## config.mk

```make
export PLATFORM = sky130hd
export DESIGN_NAME = tmr_cmp_chan
export DESIGN_NICKNAME = d
export VERILOG_FILES = /design/src/rtl/tmr_cmp_chan.sv
export SDC_FILE = /design/constraint.sdc
export NUM_CORES = 1
export LEC_CHECK = 0
export ABC_AREA = 1
export BUFFER_PORTS_ARGS = -buffer_cell sky130_fd_sc_hd__buf_2
export CAP_MARGIN = 20
export CORE_ASPECT_RATIO = 0.75
export CORE_MARGIN = 2
export CORE_UTILIZATION = 49
export DETAILED_ROUTE_END_ITERATION = 16
export PLACE_DENSITY = 0.84
export SLEW_MARGIN = 20
export SYNTH_ARGS = -nofsm -noshare
export SYNTH_HDL_FRONTEND = slang
export SYNTH_SLANG_ARGS = --single-unit
```

## constraint.sdc

```tcl
create_clock -name clk -period 1.3 [get_ports clk]
set_input_delay 0.13 -clock clk [delete_from_list [all_inputs] [get_ports clk]]
set_output_delay 0.13 -clock clk [all_outputs]
set_load 0.01 [all_outputs]
```

## src/rtl/tmr_cmp_chan.sv

```systemverilog
module tmr_cmp_chan #(
  parameter int CNT_W = 16
) (
  input  logic             clk,
  input  logic             rst_n,
  input  logic [CNT_W-1:0] cnt,
  input  logic             ovf,
  input  logic             udf,
  input  logic             upd,
  input  logic             trig,
  input  logic             wr_en,
  input  logic             wr_sel,
  input  logic [CNT_W-1:0] wr_data,
  output logic             oref
);

  localparam logic [3:0] M_FROZEN = 4'd0;
  localparam logic [3:0] M_SET    = 4'd1;
  localparam logic [3:0] M_CLR    = 4'd2;
  localparam logic [3:0] M_TGL    = 4'd3;
  localparam logic [3:0] M_LOW    = 4'd4;
  localparam logic [3:0] M_HIGH   = 4'd5;
  localparam logic [3:0] M_PWM1   = 4'd6;
  localparam logic [3:0] M_PWM2   = 4'd7;

  logic [3:0]       mode;
  logic             pre_en, imm_en, hold;
  logic [CNT_W-1:0] cmp_pre, cmp_act;

  wire cfg_wr = wr_en && !wr_sel;
  wire cmp_wr = wr_en && wr_sel;
  wire is_pwm = (mode == M_PWM1) || (mode == M_PWM2);
  wire below  = cnt < cmp_act;
  wire hit    = cnt == cmp_act;
  wire hold_n = is_pwm && imm_en && (trig || (hold && !(ovf || udf)));

  always_ff @(posedge clk or negedge rst_n)
    if (!rst_n) begin
      mode   <= M_FROZEN;
      pre_en <= 1'b0;
      imm_en <= 1'b0;
    end else if (cfg_wr) begin
      mode   <= {wr_data[8], wr_data[2:0]};
      pre_en <= wr_data[3];
      imm_en <= wr_data[6];
    end

  always_ff @(posedge clk or negedge rst_n)
    if (!rst_n) begin
      cmp_pre <= '0;
      cmp_act <= '0;
    end else begin
      if (cmp_wr) cmp_pre <= wr_data;
      if (cmp_wr && !pre_en)      cmp_act <= wr_data;
      else if (pre_en && upd)     cmp_act <= cmp_wr ? wr_data : cmp_pre;
    end

  always_ff @(posedge clk or negedge rst_n)
    if (!rst_n) hold <= 1'b0;
    else        hold <= hold_n;

  always_ff @(posedge clk or negedge rst_n)
    if (!rst_n) oref <= 1'b0;
    else begin
      case (mode)
        M_SET:   if (hit) oref <= 1'b1;
        M_CLR:   if (hit) oref <= 1'b0;
        M_TGL:   if (hit) oref <= !oref;
        M_LOW:   oref <= 1'b0;
        M_HIGH:  oref <= 1'b1;
        M_PWM1:  oref <= hold_n ? 1'b1 : below;
        M_PWM2:  oref <= hold_n ? 1'b0 : !below;
        default: oref <= oref;
      endcase
    end

  p_direct_r3: assert property (@(posedge clk) disable iff (!rst_n)
    cmp_wr && !pre_en |=> cmp_act == $past(wr_data));

  p_hold_r4: assert property (@(posedge clk) disable iff (!rst_n)
    pre_en && !upd |=> $stable(cmp_act));

  p_xfer_r4: assert property (@(posedge clk) disable iff (!rst_n)
    pre_en && upd && !cmp_wr |=> cmp_act == $past(cmp_pre));

  p_pwm1_r5: assert property (@(posedge clk) disable iff (!rst_n)
    mode == M_PWM1 && !imm_en |=> oref == $past(below));

  p_force_hi_r6: assert property (@(posedge clk) disable iff (!rst_n)
    mode == M_HIGH |=> oref);

  p_force_lo_r6: assert property (@(posedge clk) disable iff (!rst_n)
    mode == M_LOW |=> !oref);

  p_frozen_r6: assert property (@(posedge clk) disable iff (!rst_n)
    (mode == M_FROZEN || mode[3]) |=> $stable(oref));

  p_imm1_r7: assert property (@(posedge clk) disable iff (!rst_n)
    mode == M_PWM1 && imm_en && trig |=> oref);

  p_imm2_r7: assert property (@(posedge clk) disable iff (!rst_n)
    mode == M_PWM2 && imm_en && trig |=> !oref);

  p_end_r8: assert property (@(posedge clk) disable iff (!rst_n)
    mode == M_PWM2 && !trig && (ovf || udf) |=> oref == !$past(below));

endmodule

```

==> flow_metrics.py <==
metrics = {
    "outcome": {
        "status": "complete, but fails checks",
        "violations": "negative setup slack",
    },
    "pwr": {
        "switching_share": 0.285,
        "pwr_density_cell_nw_per_um2": 1470,
        "clkPwrFrac": 0.321,
        "seq_power_share": 0.417,
        "p_sw_uw": 1060,
        "power.leakage_uw": 0.00133,
        "p_int_uw": 2660,
        "pwr-share-comb": 0.262,
        "ir_drop_v": 0.000747,
    },
    "sta": {
        "tightestPinTransition_ps": 404,
        "finalClockSkew_ps": 2.81,
        "fmax_mhz": 633,
        "relSlewSlack": 0.730,
        "final.period_utilization": 1.21,
        "rsz0062_at_grt": "yes",
        "fin_tns_setup_ps": -279,
        "final.min_clock_period_ps": 1580,
        "hold_violations": 0,
        "finalSetupViolations": 1,
        "setup_slack_ps": -279,
        "slew_violations": 0,
        "fin_hold_ws_ps": 46.8,
    },
    "final_layout": {
        "final-instance-count-excl-fill": 347,
        "drive_above_1_share": 0.267,
        "num_antenna_cells": 0,
        "final_cell_mix": "nand2_1, dfrtp_1, buf_2, inv_1, o21ai_0",
        "fin_nets": 348,
        "ff_latch_area_um2": 1000,
        "multi_input_area_um2": 888,
        "area_growth_pct": 27.4,
        "nFillCells": 342,
        "final_common_cell": "nand2_1",
    },
    "die": {
        "die_area_um2": 4590,
        "top_level_ports": 41,
        "num_rows": 20,
        "die_h_um": 59.2,
        "start_util": 0.500,
        "die_width_um": 77.6,
        "core-area_um2": 3980,
    },
    "logic_synthesis": {
        "yosys.cell_types.count": 23,
        "syn_area_per_cell_um2": 8.39,
        "synth_seq_cells": 40,
        "synth_top_cell_by_area": "dfrtp_1",
        "syn_area_um2": 1990,
        "synthTopCellsByArea": "dfrtp_1, nand2_1, ha_1",
        "yosysSeqAreaShare": 0.503,
        "synth_warnings": 0,
        "syn-instance-count": 237,
        "syn-num-nets": 293,
        "synth_top_area_frac": 0.503,
    },
    "place": {
        "place.gp.congestion": 0.839,
        "pre_cts_slack_ps": -236,
        "dp_hpwl_um": 3050,
        "placedCellCount": 339,
        "portBuffers": 40,
    },
    "clock_tree": {
        "cts_buffers": 5,
        "htree_num_levels": 2,
        "clk_pin_slew_ps": 80,
        "postCtsSetupBuffers": 0,
        "clock_sinks": 40,
        "clockRootBuffer": "clkbuf_8",
        "clockBufferDepth": 2,
        "cts_tree": "done",
        "clk-insertion-delay-late_ps": 300,
    },
    "global_routing": {
        "grt_pass1_vias": 1591,
        "grt_pass1_wl_um": 7020,
        "grt_antenna_before_repair": 0,
        "grt_util_all_layers": 0.204,
        "overflow": 0,
        "grt_start_max_net_pins": 25,
    },
    "worst_setup_path": {
        "r2r_slack_ps": -280,
        "rr_worst_depth": 9,
        "path_max_fanout": 2,
        "cp-end-kind": "flop",
        "r2r-start": "cmp_act[10]$_DFFE_PN0P_",
        "start_kind": "flop",
        "crit_type": "flop to flop",
        "reg2reg_to": "oref$_DFFE_PN0P_",
        "cp.arrival_ps": 1780,
        "cp_data_required_time_ps": 1500,
    },
    "detailed_routing": {
        "first_pass_iters": 4,
        "ant_nets": 0,
        "drt_wl_total_um": 4100,
        "drtIter0Drc": 42,
        "vias": 1642,
        "wl_per_cell_um": 11.8,
        "avgViaCountPerCell": 4.73,
        "drc": 0,
    },
    "worst_hold_path": {
        "whs_endpoint": "cmp_pre[15]$_DFF_PN0_",
        "hold_depth": 3,
        "hold_class": "input port to flop",
        "hold_path.startpoint": "wr_data[15]",
    },
    "flow_run": {
        "drv_cap": 0,
    },
}
## final cells by class
cell class | count | area share
Tap cell | 55 | 0.0271
Clock buffer | 5 | 0.0271
Clock inverter | 2 | 0.0237
Timing Repair Buffer | 54 | 0.126
Inverter | 34 | 0.0503
Multi-Input combinational cell | 157 | 0.350
Sequential cell | 40 | 0.395
## per-stage QoR
step | area, µm² | total power, µW | utilization
floorplan | 1990 | 2120 | -
global placement | 2340 | 2430 | 0.588
detailed placement | 2340 | 2480 | 0.588
CTS | 2520 | 3720 | 0.633
global route | 2530 | 3980 | 0.637
finish | 2530 | 3720 | 0.637
## worst max-delay path: stages (launching register included)
cell,delay (ps)
dfrtp_1,340
inv_1,70
ha_4,270
nand4_1,120
nor3_2,240
nand3_1,140
a21oi_2,130
nand3_1,80
nand2_1,50
inv_1,40
## power groups by stage
stage / clock, µW / combinational, µW / sequential (µW)
finish: 1190 / 974 / 1550
global placement: 0 / 870 / 1560
floorplan: 0 / 571 / 1550
global route: 1270 / 1140 / 1570
detailed placement: 0 / 910 / 1570
CTS: 1210 / 957 / 1550
## worst max-delay path by stage
| stage | startpoint | to | slack, ps | cells after the start |
|---|---|---|---|---|
| 2_1_floorplan | cmp_act[15]$_DFFE_PN0P_ | oref$_DFFE_PN0P_ | -90 | 9 |
| 3_3_place_gp | cmp_act[11]$_DFFE_PN0P_ | oref$_DFFE_PN0P_ | -220 | 9 |
| 3_5_place_dp | cmp_act[11]$_DFFE_PN0P_ | oref$_DFFE_PN0P_ | -240 | 9 |
| 4_1_cts | cmp_act[15]$_DFFE_PN0P_ | oref$_DFFE_PN0P_ | -240 | 9 |
| 5_1_grt | cmp_act[8]$_DFFE_PN0P_ | oref$_DFFE_PN0P_ | -420 | 9 |
| 6_report | cmp_act[10]$_DFFE_PN0P_ | oref$_DFFE_PN0P_ | -280 | 9 |
## cell usage after synthesis, drive strengths merged
master	number
a21o	2
a21oi	7
buf	5
clkbuf	1
clkinv	1
dfrtp	40
ha	16
inv	33
mux2	1
nand2	80
nand3	6
nand3b	1
nand4	1
nor2	9
nor3	2
o21ai	31
o311ai	1
## routing by layer
layer  vias up  GRT usage  part of all wire
met5         -          0                 0
met4         0     0.0995             0.017
met3         9     0.0442             0.041
met2        33      0.319              0.45
met1       741      0.275              0.49
li1        859          -                 -
## repair_timing
item,in CTS,in global routing
gates resized for setup,7,2
endpoints found under the setup margin,1,1
hold buffers,1,0
pin swaps,0,4
endpoints found under the hold margin,16,0
## registers in the layout, indices dropped and copies added (netlist names)
name,count
oref,1
imm_en,1
cmp_act,16
hold,1
mode,4
pre_en,1
cmp_pre,16
## cell families (layout without fill, tap and decap cells)
group                    count (synthesis)  in the layout  synth area share
adder cells (fa/ha/maj)                 16             16             0.101
multiplexers                             1              1           0.00566
flip-flops                              40             40             0.503
AO/OA/AOI/OAI                           41             41             0.109
buffers and inverters                   40             95            0.0786
AND/OR/NAND/NOR                         99             99             0.203
No activity file was read; power rests on OpenSTA's default activity.
